**src/rtl/walk_pkg.sv**
```systemverilog
// Shared constants and types for the two-level page table walker.
// Assumes 32-bit addresses, 1 MiB sections, 4 KiB small pages and
// 64 KiB large pages.
package walk_pkg;
    localparam int AW          = 32;
    localparam int SECT_LSB    = 20;   // virtual address bits above this index the first level
    localparam int LARGE_LSB   = 16;   // large page offset width
    localparam int SMALL_LSB   = 12;   // small page offset width
    localparam int L2_BASE_LSB = 10;   // second-level table alignment
    localparam int L1_BASE_LSB = 14;   // first-level table alignment
    localparam int WORD_LSB    = 2;    // descriptor size is four bytes

    typedef enum logic [1:0] {
        L1_FAULT   = 2'd0,
        L1_SECTION = 2'd1,
        L1_LINK    = 2'd2
    } l1_kind_e;

    typedef enum logic [1:0] {
        L2_FAULT = 2'd0,
        L2_LARGE = 2'd1,
        L2_SMALL = 2'd2
    } l2_kind_e;

    typedef enum logic [1:0] {
        ST_IDLE = 2'd0,
        ST_L1   = 2'd1,
        ST_L2   = 2'd2,
        ST_RESP = 2'd3
    } walk_state_e;
endpackage

```
**src/rtl/walk_l1_decode.sv**
```systemverilog
// First-level descriptor decoder (combinational).
// Classifies the word by its two low bits and forms both the section
// physical address and the second-level descriptor address.
// Assumes the word is only meaningful while a first-level read completes.
module walk_l1_decode
    import walk_pkg::*;
(
    input  logic [AW-1:0] desc,
    input  logic [AW-1:0] vaddr,
    output l1_kind_e      kind,
    output logic [AW-1:0] sect_pa,
    output logic [AW-1:0] next_addr
);
    localparam int IDX_W = SECT_LSB - SMALL_LSB;

    logic unused_bits;
    assign unused_bits = ^{desc[L2_BASE_LSB-1:WORD_LSB], vaddr[AW-1:SECT_LSB], vaddr[SMALL_LSB-1:0]};

    // Classify the first-level word.
    always_comb begin
        unique case (desc[1:0])
            2'b10:   kind = L1_SECTION;
            2'b01:   kind = L1_LINK;
            default: kind = L1_FAULT;
        endcase
    end

    // Section frame with the low virtual bits as offset.
    assign sect_pa   = {desc[AW-1:SECT_LSB], vaddr[SECT_LSB-1:0]};
    // Second-level slot address inside the linked table.
    assign next_addr = {desc[AW-1:L2_BASE_LSB], vaddr[SECT_LSB-1 -: IDX_W], {WORD_LSB{1'b0}}};
endmodule

```
**src/rtl/walk_l2_decode.sv**
```systemverilog
// Second-level descriptor decoder (combinational).
// Bit 1 set marks a small page, 2'b01 a large page, 2'b00 a fault.
// A large page word is repeated in 16 slots, so the frame uses only
// word bits above the 64 KiB boundary.
module walk_l2_decode
    import walk_pkg::*;
(
    input  logic [AW-1:0] desc,
    input  logic [AW-1:0] vaddr,
    output l2_kind_e      kind,
    output logic [AW-1:0] pa
);
    logic unused_bits;
    assign unused_bits = ^{desc[SMALL_LSB-1:WORD_LSB], vaddr[AW-1:LARGE_LSB]};

    // Classify and form the frame address for each page size.
    always_comb begin
        if (desc[1]) begin
            kind = L2_SMALL;
            pa   = {desc[AW-1:SMALL_LSB], vaddr[SMALL_LSB-1:0]};
        end else if (desc[0]) begin
            kind = L2_LARGE;
            pa   = {desc[AW-1:LARGE_LSB], vaddr[LARGE_LSB-1:0]};
        end else begin
            kind = L2_FAULT;
            pa   = '0;
        end
    end
endmodule

```
**src/rtl/walk_ctrl.sv**
```systemverilog
// Walk sequencer: accepts one request, issues the first-level read,
// follows a link to the second level if needed, then pulses done.
// Assumes at most one read outstanding and that read data arrives
// only while mem_req is high (other data is ignored).
module walk_ctrl
    import walk_pkg::*;
(
    input  logic          clk,
    input  logic          rst_n,
    input  logic          req_valid,
    output logic          req_ready,
    input  logic [AW-1:0] req_vaddr,
    input  logic [AW-1:0] req_base,
    output logic          mem_req,
    output logic [AW-1:0] mem_addr,
    input  logic          mem_rvalid,
    input  l1_kind_e      l1_kind,
    input  logic [AW-1:0] l1_pa,
    input  logic [AW-1:0] l1_next,
    input  l2_kind_e      l2_kind,
    input  logic [AW-1:0] l2_pa,
    output logic [AW-1:0] va_q,
    output logic          done,
    output logic          done_fault,
    output logic [AW-1:0] done_paddr
);
    walk_state_e   state;
    logic [AW-1:0] addr_q;
    logic [AW-1:0] pa_q;
    logic          fault_q;
    logic          unused_base;

    assign unused_base = ^req_base[L1_BASE_LSB-1:0];

    // Sequence the walk and hold its results.
    always_ff @(posedge clk) begin
        if (!rst_n) begin
            state   <= ST_IDLE;
            va_q    <= '0;
            addr_q  <= '0;
            pa_q    <= '0;
            fault_q <= 1'b0;
        end else begin
            unique case (state)
                ST_IDLE: if (req_valid) begin
                    va_q   <= req_vaddr;
                    addr_q <= {req_base[AW-1:L1_BASE_LSB], req_vaddr[AW-1:SECT_LSB], {WORD_LSB{1'b0}}};
                    state  <= ST_L1;
                end
                ST_L1: if (mem_rvalid) begin
                    unique case (l1_kind)
                        L1_SECTION: begin
                            pa_q    <= l1_pa;
                            fault_q <= 1'b0;
                            state   <= ST_RESP;
                        end
                        L1_LINK: begin
                            addr_q <= l1_next;
                            state  <= ST_L2;
                        end
                        default: begin
                            pa_q    <= '0;
                            fault_q <= 1'b1;
                            state   <= ST_RESP;
                        end
                    endcase
                end
                ST_L2: if (mem_rvalid) begin
                    pa_q    <= l2_pa;
                    fault_q <= (l2_kind == L2_FAULT);
                    state   <= ST_RESP;
                end
                default: state <= ST_IDLE;
            endcase
        end
    end

    assign req_ready  = (state == ST_IDLE);
    assign mem_req    = (state == ST_L1) || (state == ST_L2);
    assign mem_addr   = addr_q;
    assign done       = (state == ST_RESP);
    assign done_fault = fault_q;
    assign done_paddr = pa_q;

    // completion lasts one cycle.
    a_r9_done_pulse: assert property (@(posedge clk) disable iff (!rst_n)
        done |=> !done);
    // walker is free again right after completion.
    a_r9_ready_after_done: assert property (@(posedge clk) disable iff (!rst_n)
        done |=> req_ready);
    // an unanswered read keeps its request and address.
    a_r10_read_hold: assert property (@(posedge clk) disable iff (!rst_n)
        (mem_req && !mem_rvalid) |=> (mem_req && $stable(mem_addr)));
    // a first-level word that is not a link finishes without a second read.
    a_r3_no_second_read: assert property (@(posedge clk) disable iff (!rst_n)
        (state == ST_L1 && mem_rvalid && l1_kind != L1_LINK) |=> (done && !mem_req));
    // a fault never reports a frame.
    a_r8_fault_no_frame: assert property (@(posedge clk) disable iff (!rst_n)
        (done && done_fault) |-> (done_paddr == '0));
    // a read is never outstanding while a new request could be taken.
    a_r10_read_busy: assert property (@(posedge clk) disable iff (!rst_n)
        mem_req |-> !req_ready);
endmodule

```
**src/rtl/iova_walker.sv**
```systemverilog
// Top of the two-level page table walker. Wires the sequencer to the
// two descriptor decoders; the decoders see the read data port directly
// and the sequencer picks the result for the level being read.
module iova_walker
    import walk_pkg::*;
(
    input  logic          clk,
    input  logic          rst_n,
    input  logic          req_valid,
    output logic          req_ready,
    input  logic [31:0]   req_vaddr,
    input  logic [31:0]   req_base,
    output logic          mem_req,
    output logic [31:0]   mem_addr,
    input  logic          mem_rvalid,
    input  logic [31:0]   mem_rdata,
    output logic          done,
    output logic          done_fault,
    output logic [31:0]   done_paddr,
    output logic [31:0]   done_vaddr
);
    l1_kind_e      l1_kind;
    l2_kind_e      l2_kind;
    logic [AW-1:0] l1_pa;
    logic [AW-1:0] l1_next;
    logic [AW-1:0] l2_pa;
    logic [AW-1:0] va_q;

    walk_l1_decode u_l1 (
        .desc      (mem_rdata),
        .vaddr     (va_q),
        .kind      (l1_kind),
        .sect_pa   (l1_pa),
        .next_addr (l1_next)
    );

    walk_l2_decode u_l2 (
        .desc  (mem_rdata),
        .vaddr (va_q),
        .kind  (l2_kind),
        .pa    (l2_pa)
    );

    walk_ctrl u_ctrl (
        .clk        (clk),
        .rst_n      (rst_n),
        .req_valid  (req_valid),
        .req_ready  (req_ready),
        .req_vaddr  (req_vaddr),
        .req_base   (req_base),
        .mem_req    (mem_req),
        .mem_addr   (mem_addr),
        .mem_rvalid (mem_rvalid),
        .l1_kind    (l1_kind),
        .l1_pa      (l1_pa),
        .l1_next    (l1_next),
        .l2_kind    (l2_kind),
        .l2_pa      (l2_pa),
        .va_q       (va_q),
        .done       (done),
        .done_fault (done_fault),
        .done_paddr (done_paddr)
    );

    assign done_vaddr = va_q;
endmodule

```
**config.mk**
```make
export PLATFORM = sky130hd
export DESIGN_NAME = iova_walker
export DESIGN_NICKNAME = d
export VERILOG_FILES = /design/src/rtl/walk_pkg.sv /design/src/rtl/walk_l1_decode.sv /design/src/rtl/walk_l2_decode.sv /design/src/rtl/walk_ctrl.sv /design/src/rtl/iova_walker.sv
export SDC_FILE = /design/constraint.sdc
export NUM_CORES = 1
export LEC_CHECK = 0
export BUFFER_PORTS_ARGS = -buffer_cell sky130_fd_sc_hd__clkbuf_2
export CORE_ASPECT_RATIO = 0.8
export CORE_MARGIN = 2
export CORE_UTILIZATION = 50
export DETAILED_ROUTE_END_ITERATION = 7
export PLACE_DENSITY = 0.84
export RECOVER_POWER = 50
export SLEW_MARGIN = 20
export SYNTH_ARGS = -nofsm -noshare
export SYNTH_HDL_FRONTEND = slang
export SYNTH_SLANG_ARGS = --single-unit
```
**constraint.sdc**
```tcl
create_clock -name clk -period 3.3 [get_ports clk]
set_input_delay 0 -clock clk [delete_from_list [all_inputs] [get_ports clk]]
set_output_delay 0 -clock clk [all_outputs]
set_load 0.03 [all_outputs]
```
==> results of run 1 <==
==> layout by cell type, fill, tap and decap left out, types with 2 or more instances in the layout <==
cell / count
o21ai_0: 11
nand3_1: 11
inv_1: 2
and2_1: 5
a21oi_1: 66
clkbuf_2: 78
mux2i_1: 31
o21ai_1: 23
nand2_1: 95
and3b_1: 2
nand3b_1: 2
o221a_1: 30
dfxtp_1: 97
clkbuf_1: 98
clkinv_2: 3
ha_1: 6
conb_1: 2
nand4_1: 24
buf_4: 8
clkbuf_8: 9
dlygate4sd3_1: 52
nand2b_1: 2
a311oi_1: 8
nor3b_1: 4
inv_6: 2
==> layer usage <==
metal | GRT usage, % | part of all wire (%) | vias to the layer above
met5 | 0 | 0 | -
met4 | 11.19 | 2.4 | 0
met3 | 7.853 | 7.8 | 38
met2 | 49.00 | 48 | 231
met1 | 36.11 | 42 | 2111
li1 | - | - | 2144
==> worst min-delay path by stage <==
stage                             start                   to  slack, ns  cells after the start
after floorplan           req_vaddr[27]      u_ctrl.va_q[27]       0.14                      2
after global routing       req_base[18]  u_ctrl.mem_addr[18]       0.02                      4
after detailed placement   req_vaddr[0]       u_ctrl.va_q[0]       0.23                      3
after global placement    req_vaddr[17]      u_ctrl.va_q[17]       0.23                      3
final                      req_base[27]  u_ctrl.mem_addr[27]       0.01                      4
after CTS                  req_base[26]  u_ctrl.mem_addr[26]      0.004                      4
==> state kept, by name, summed over array words and instances, names as in the netlist <==
| signal | count |
|---|---|
| u_ctrl.state | 2 |
| u_ctrl.done_fault | 1 |
| u_ctrl.mem_addr | 30 |
| u_ctrl.done_paddr | 32 |
| u_ctrl.va_q | 32 |
==> logic make-up (layout without fill, tap and decap cells) <==
family	count (synthesis)	in the layout	synth area share [%]
AOI/OAI and AO/OA	146	146	22.65
and+or+nand+nor	149	149	16.25
muxes	33	33	7.750
other	1	2	0.08635
adders and majority gates	7	7	2.017
DFF	97	97	44.71
buffers and inverters	55	254	6.540
==> final cells by class <==
| type | count | area (um2) | area share, % |
|---|---|---|---|
| Clock inverter | 6 | 65.06 | 1.132 |
| Sequential cell | 97 | 1942 | 33.79 |
| Timing Repair Buffer | 235 | 1335 | 23.23 |
| Clock buffer | 10 | 127.6 | 2.221 |
| Multi-Input combinational cell | 337 | 2125 | 36.97 |
| Tap cell | 112 | 140.1 | 2.438 |
| Inverter | 3 | 12.51 | 0.2177 |
==> per-stage QoR <==
stage                     util, %  area (um2)  hold WS (ns)
after floorplan                 -        4347        0.1360
after global placement      61.01        5152        0.2266
after detailed placement    61.01        5152        0.2298
after CTS                   69.45        5866      0.004358
after global routing        68.04        5747       0.01930
final                       68.04        5747       0.01230
==> critical path, delay by kind of cell, from the launching register on <==
family | cells | cell delay (ns)
DFF | 1 | 0.38
buffers and inverters | 1 | 0.13
muxes | 1 | 0.47
adders and majority gates | 1 | 0.38
AOI/OAI and AO/OA | 2 | 1.09
==> power by group through the flow <==
| stage | combinational (uW) | clock, uW | sequential (uW) |
|---|---|---|---|
| floorplan | 1140 | 0 | 2130 |
| global placement | 2110 | 0 | 1640 |
| detailed placement | 2160 | 0 | 1650 |
| CTS | 2210 | 787 | 1630 |
| global route | 2310 | 835 | 1660 |
| finish | 2160 | 778 | 1630 |
==> summary.md, run 1 <==
| Metric | Value |
|---|---|
| Status | completed |
| Max_cap viols | 0 |
| Placed Cells | 732 |
| Fin crit share | 76.52% |
| Sw Ratio | 46.30% |
| Critical Path Slowest Stage Cell | a21boi_4 |
| Startpoint types | flip-flop |
| Pwr Total | 4572 uW |
| Std cell rows | 30 |
| Int Power | 2455 uW |
| ANT nets after route | 0 |
| Initial antenna violation count | 0 |
| Syn_area_per_cell | 8.899 um2 |
| H-tree levels | 3 |
| Synthesized area | 4343 um2 |
| Clock-pin transition on the worst setup and hold timing paths | 0.10 ns |
| Die height | 87.36 um |
| Worst Path Arrival | 2.83 ns |
| First-pass GRT wire length | 21.51 mm |
| Sequential share of the synthesized area | 44.71% |
| P_sw | 2117 uW |
| R2R Setup Slk | 0.77 ns |
| Pleak | 0.002199 uW |
| Cell chain of the critical path | inv_1, ha_1, mux2_4, a21boi_4, o221a_1 |
| Post-synthesis async set-or-reset flop share | 0% |
| FMAX | 396.0 MHz |
| Yosys top cell by area | dfxtp_1 |
| Pwr Density | 795.6 nW/um2 |
| Worst setup path endpoint | u_ctrl.mem_addr[31] |
| Worst Setup SP | u_ctrl.state[1] |
| Seq cells post-synth | 97 |
| Post-route DRC | 0 |
| Clock Tree Root | clkbuf_8 |
| Hold buffer count at CTS | 52 |
| Setup TNS | 0 ns |
| Worst skew pair latency | 0.37 ns |
| Final hold violations | 0 |
| Most common cell in the synthesized netlist | dfxtp_1 |
| FF-to-FF End | u_ctrl.mem_addr[31] |
| Max clock buf depth | 2 |
| Max_slew headroom | 41.13% |
| Synth top cells by count | dfxtp_1 (97), nand2_1 (95), a21oi_1 (66) |
| Unique masters post-synth | 36 |
| Flop pwr share | 35.7% |
| Gr usage total | 29.24% |
| Non-filler cells, final | 800 |
| Vias per inst | 5.655 |
| Share of the synthesized area in the top cell type | 44.71% |
| CTS resizes | 0 |
| Filler cells | 717 |
| CP Class | flip-flop to flip-flop |
| Combinational share of power | 47.3% |
| RR Startpoint | u_ctrl.state[1] |
| Ys Warns | 0 |
| Fin nets | 790 |
| Number of global-route vias before repair | 4348 |
| Top cells by area, synth | dfxtp_1 (45%), nand2_1 (8.2%), o221a_1 (7.8%) |
| CTS tree | built |
| Core Region | 8446 um2 |
| Starting density of the core | 51.42% |
| Die area | 9452 um2 |
| Pin count of the biggest net entering global routing | 67 |
| Max Slew Vio Count | 0 |
| Die X | 108.2 um |
| R2R cell count | 5 |
| Critical Path Sink Type | flip-flop |
| Placer Congestion | 0.8534 |
| Global route total overflow | 0 |
| Post-CTS Setup Bufs | 0 |
| PortBufs | 175 |
| Post-route setup slack | 0.7747 ns |
| Total CTS buffers | 9 |
| Final setup fails | 0 |
| VDD IR max | 394.1 uV |
| Clk_skew | 0.01380 ns |
| Clock sink count | 97 |
| Vias | 4524 |
| Worst path max stage delay | 0.78 ns |
| Share of cells above drive strength 1 | 16.13% |
| CP required | 3.60 ns |
| Area growth syn-to-layout | 32.32% |
| Number of enable flip-flop cells after synthesis | 0 |
| WL final | 13.97 mm |
| Worst-path maximum fanout | 31 |
| Setup WS pre-CTS | 0.8232 ns |
| Syn Inst Count | 488 |
| Initial DRC Count | 240 |
| Diodes inserted | 0 |
| HP Class | input port to flip-flop |
| DP Wirelength | 8.938 mm |
| Wirelength per Cell | 17.46 um |
| Least-Margin Pin Slew | 0.8808 ns |
| DR pass1 iterations | 5 |
| RSZ-0062 raised after global routing | false |
| Clock power share | 17.0% |
| Minimum clock period | 2.525 ns |
| I/O pin count | 200 |
| Commonest register cell after synthesis | dfxtp_1 |
Power figures use the tool's default switching activity.
==> inputs of run 2 (changes only) <==
--- a/config.mk
+++ b/config.mk
@@ -5,12 +5,13 @@
 export SDC_FILE = /design/constraint.sdc
 export NUM_CORES = 1
 export LEC_CHECK = 0
+export ABC_AREA = 1
 export BUFFER_PORTS_ARGS = -buffer_cell sky130_fd_sc_hd__clkbuf_2
 export CORE_ASPECT_RATIO = 0.8
 export CORE_MARGIN = 2
-export CORE_UTILIZATION = 50
+export CORE_UTILIZATION = 43
 export DETAILED_ROUTE_END_ITERATION = 7
-export PLACE_DENSITY = 0.84
+export PLACE_DENSITY = 0.75
 export RECOVER_POWER = 50
 export SLEW_MARGIN = 20
 export SYNTH_ARGS = -nofsm -noshare
==> constraint.sdc (replaced) <==
create_clock -name clk -period 2.2 [get_ports clk]
set_input_delay 0 -clock clk [delete_from_list [all_inputs] [get_ports clk]]
set_output_delay 0 -clock clk [all_outputs]
set_load 0.03 [all_outputs]
==> run 2 against run 1 <==
  * Sequential share of layout area is 2.9 points lower
  * Fmax is 39% higher
  * Sequential power is 63% higher
  * Cell count is 36% higher
  * First-iteration DRC count is 23% higher
  * Worst setup slack worse by 0.40 ns
  * Clock power is 110% higher
  * Synthesized area is 9.0% higher
  * Clock skew is 0.0093 ns lower
==> summary.md, run 2 <==
| Metric | Value |
|---|---|
| Diodes inserted | 0 (unchanged) |
| Number of global-route vias before repair | 4651 (+7.0%) |
| Cell chain of the critical path | inv_1, ha_1, inv_2, nand2_1, buf_4, nand3_1, nand2_1, nand2_1, nor2_1 |
| Clock-pin transition on the worst setup and hold timing paths | 0.07 ns (-0.03 ns) |
| Vias | 5061 (+12%) |
| Fin nets | 1046 (+32%) |
| Sequential share of the synthesized area | 41.01% (-3.7 points) |
| Minimum clock period | 1.820 ns (-0.7049 ns) |
| Post-route cell area | 6295 um2 (+9.5%) |
| Fin crit share | 82.74% (+6.2 points) |
| Most common cell after layout, fill and taps aside | nor2_1 |
| Worst-path maximum fanout | 11 (-65%) |
| WL final | 13.48 mm (-3.5%) |
| Multi-input combinational cell area | 2228 um2 (+4.9%) |
| Clock sink count | 97 (unchanged) |
| Clk_skew | 0.004490 ns (-0.009306 ns) |
| Pin count of the biggest net entering global routing | 61 (-9.0%) |
| Vias per inst | 4.652 (-18%) |
| Synth top cells by count | nor2_1 (200), nand2_1 (157), dfxtp_1 (97) |
| Worst skew pair latency | 0.34 ns (-0.03 ns) |
| Post-synthesis async set-or-reset flop share | 0% (unchanged) |
| Yosys top cell by area | dfxtp_1 |
| Largest family of logic cells by synthesized area | simple AND/OR/NAND/NOR gates |
| Ys Warns | 0 (unchanged) |
| Filler cells | 1117 (+56%) |
| Post-Synth XOR/XNOR Area | 0% (unchanged) |
| Register area | 1942 um2 (unchanged) |
| Final setup fails | 0 (unchanged) |
| Startpoint types | flip-flop |
| Initial DRC Count | 296 (+23%) |
| Max_cap viols | 0 (unchanged) |
| Worst path max stage delay | 0.43 ns (-0.35 ns) |
| Syn Inst Count | 749 (+53%) |
| I/O pin count | 200 (unchanged) |
| RSZ-0062 raised after global routing | false |
| Die height | 97.86 um (+12%) |
| CP required | 2.44 ns (-1.16 ns) |
| Share of cells above drive strength 1 | 12.39% (-3.7 points) |
| Gr usage total | 22.86% (-6.4 points) |
| Most common cell in the synthesized netlist | nor2_1 |
| Area growth syn-to-layout | 32.95% |
| ANT nets after route | 0 (unchanged) |
| R2R Setup Slk | 0.38 ns (-0.40 ns) |
| Starting density of the core | 43.82% (-7.6 points) |
| Pwr Total | 8673 uW (+90%) |
| Status | completed |
| Die area | 11870 um2 (+26%) |
| Total CTS buffers | 9 (unchanged) |
| Max_slew headroom | 65.58% (+24 points) |
| Seq cells post-synth | 97 (unchanged) |
| Unique masters post-synth | 19 (-47%) |
| Synthesized area | 4735 um2 (+9.0%) |
| CTS tree | built |
| Initial antenna violation count | 0 (unchanged) |
| Fin util | 58.26% (-9.8 points) |
| FMAX | 549.3 MHz (+39%) |
| Placed Area | 5694 um2 (+11%) |
| Compound-cell area share of the yosys netlist | 8.562% (-14 points) |
| DR pass1 iterations | 5 (unchanged) |
| Share of the synthesized area in the top cell type | 41.01% (-3.7 points) |
| PortBufs | 175 (unchanged) |
| VDD IR max | 657.2 uV (+67%) |
| Commonest register cell after synthesis | dfxtp_1 |
| Placer Congestion | 0.7890 (-7.5%) |
| Final hold violations | 0 (unchanged) |
| Global route total overflow | 0 (unchanged) |
| Pleak | 0.003212 uW (+46%) |
| Top cells by area, synth | dfxtp_1 (41%), nor2_1 (16%), nand2_1 (12%) |
| Critical Path Sink Type | flip-flop |
| Commonest non-fill, non-tap cells in the layout | nor2_1 (200), nand2_1 (156), clkbuf_1 (97), dfxtp_1 (97), clkbuf_2 (77) |
| Post-route DRC | 0 (unchanged) |
| Wirelength per Cell | 12.39 um (-29%) |
| Number of enable flip-flop cells after synthesis | 0 (unchanged) |
| Critical Path Slowest Stage Cell | dfxtp_1 |
| Max clock buf depth | 2 (unchanged) |
| HP Class | input port to flip-flop |
| Setup TNS | 0 ns (unchanged) |
| Max Slew Vio Count | 0 (unchanged) |
| Core Region | 10810 um2 (+28%) |
| Simple-Gate Fraction of Synth Area | 36.28% (+20 points) |
| H-tree levels | 3 (unchanged) |
| First-pass GRT wire length | 22.02 mm (+2.4%) |
| DP Wirelength | 9.066 mm (+1.4%) |
| Multiplexer share of the synthesized area | 0% (-7.7 points) |
| Most common cell on crit path | nand2_1 |
| Least-Margin Pin Slew | 0.5163 ns (-0.3645 ns) |
| CP Class | flip-flop to flip-flop |
| Synth Area in Adders | 1.850% (-0.17 points) |
| Pwr Density | 1378 nW/um2 (+73%) |
| Syn_area_per_cell | 6.321 um2 (-29%) |
| Clock Tree Root | clkbuf_16 |
| Die X | 121.3 um (+12%) |
| Worst Path Arrival | 2.06 ns (-0.77 ns) |
| Std cell rows | 34 (+13%) |
-- run 2: cell count changes in the layout (fill, tap and decap cells not counted), moves of 9 or more --
cell	delta
nor2_1	+200
inv_1	+74
nand2_1	+61
nand3_1	+58
mux2i_1	-31
o221a_1	-30
o21ai_0	+26
nand4_1	-24
o21ai_1	-23
a21oi_1	-22
dlygate4sd3_1	-11
clkbuf_16	+9
clkbuf_8	-9
-- run 2: stage by stage --
stage / cells / hold WS, ns / worst slack (ns)
after CTS: 1088 / 0.02139 / 0.3498
final: 1088 / 0.03320 / 0.3796
after global routing: 1088 / 0.04557 / 0.1795
after floorplan: 750 / 0.1483 / 0.4753
after detailed placement: 1031 / 0.2475 / 0.3530
after global placement: 1031 / 0.2488 / 0.4277
-- run 2: report_power, final --
group / internal, uW / total [uW] / switching [uW]
registers: 2310 / 2660 / 350
clock network: 906 / 1640 / 729
logic: 1290 / 4370 / 3090
-- run 2: timing repair --
action,4_1_cts,5_1_grt
buffers inserted,0,0
endpoints found under the hold margin,41,0
hold buffers,41,0
resized for setup,0,0
endpoints found under the setup margin,0,0
-- run 2: layout make-up --
| cell class | count | share of cell area [%] |
|---|---|---|
| Timing Repair Buffer | 229 | 21.05 |
| Inverter | 82 | 4.890 |
| Clock inverter | 7 | 1.371 |
| Clock buffer | 9 | 3.578 |
| Sequential cell | 97 | 30.85 |
| Multi-Input combinational cell | 520 | 35.40 |
| Tap cell | 144 | 2.862 |
-- run 2: worst paths after layout --
kind	startpoint	to	cells past startpoint
max	u_ctrl.state[0]	u_ctrl.done_paddr[22]	9
min	mem_rdata[31]	u_ctrl.done_paddr[31]	5
max reg2reg	u_ctrl.state[0]	u_ctrl.done_paddr[22]	9
min reg2reg	u_ctrl.done_paddr[3]	u_ctrl.done_paddr[3]	2
-- run 2: logic make-up after synthesis --
| group | Yosys count |
|---|---|
| compound gates | 81 |
| other cells | 1 |
| fa+ha+maj | 7 |
| flops | 97 |
| buf+inv | 133 |
| simple gates | 430 |
-- run 2: layer usage --
metal  track usage (%)  up-vias  wire length [um]
met3             6.951       10               971
met2             38.94      166              6330
met1             29.06     2224              6067
li1                  -     2661                 -
met4             3.714        0               109
met5                 0        -                 0
-- run 2: worst max-delay path, delay by kind of cell, from the launching register on --
family / cells / cell delay (ns)
buffers and inverters: 3 / 0.55
adder cells (fa/ha/maj): 1 / 0.24
flip-flops: 1 / 0.43
AND/OR/NAND/NOR: 5 / 0.51
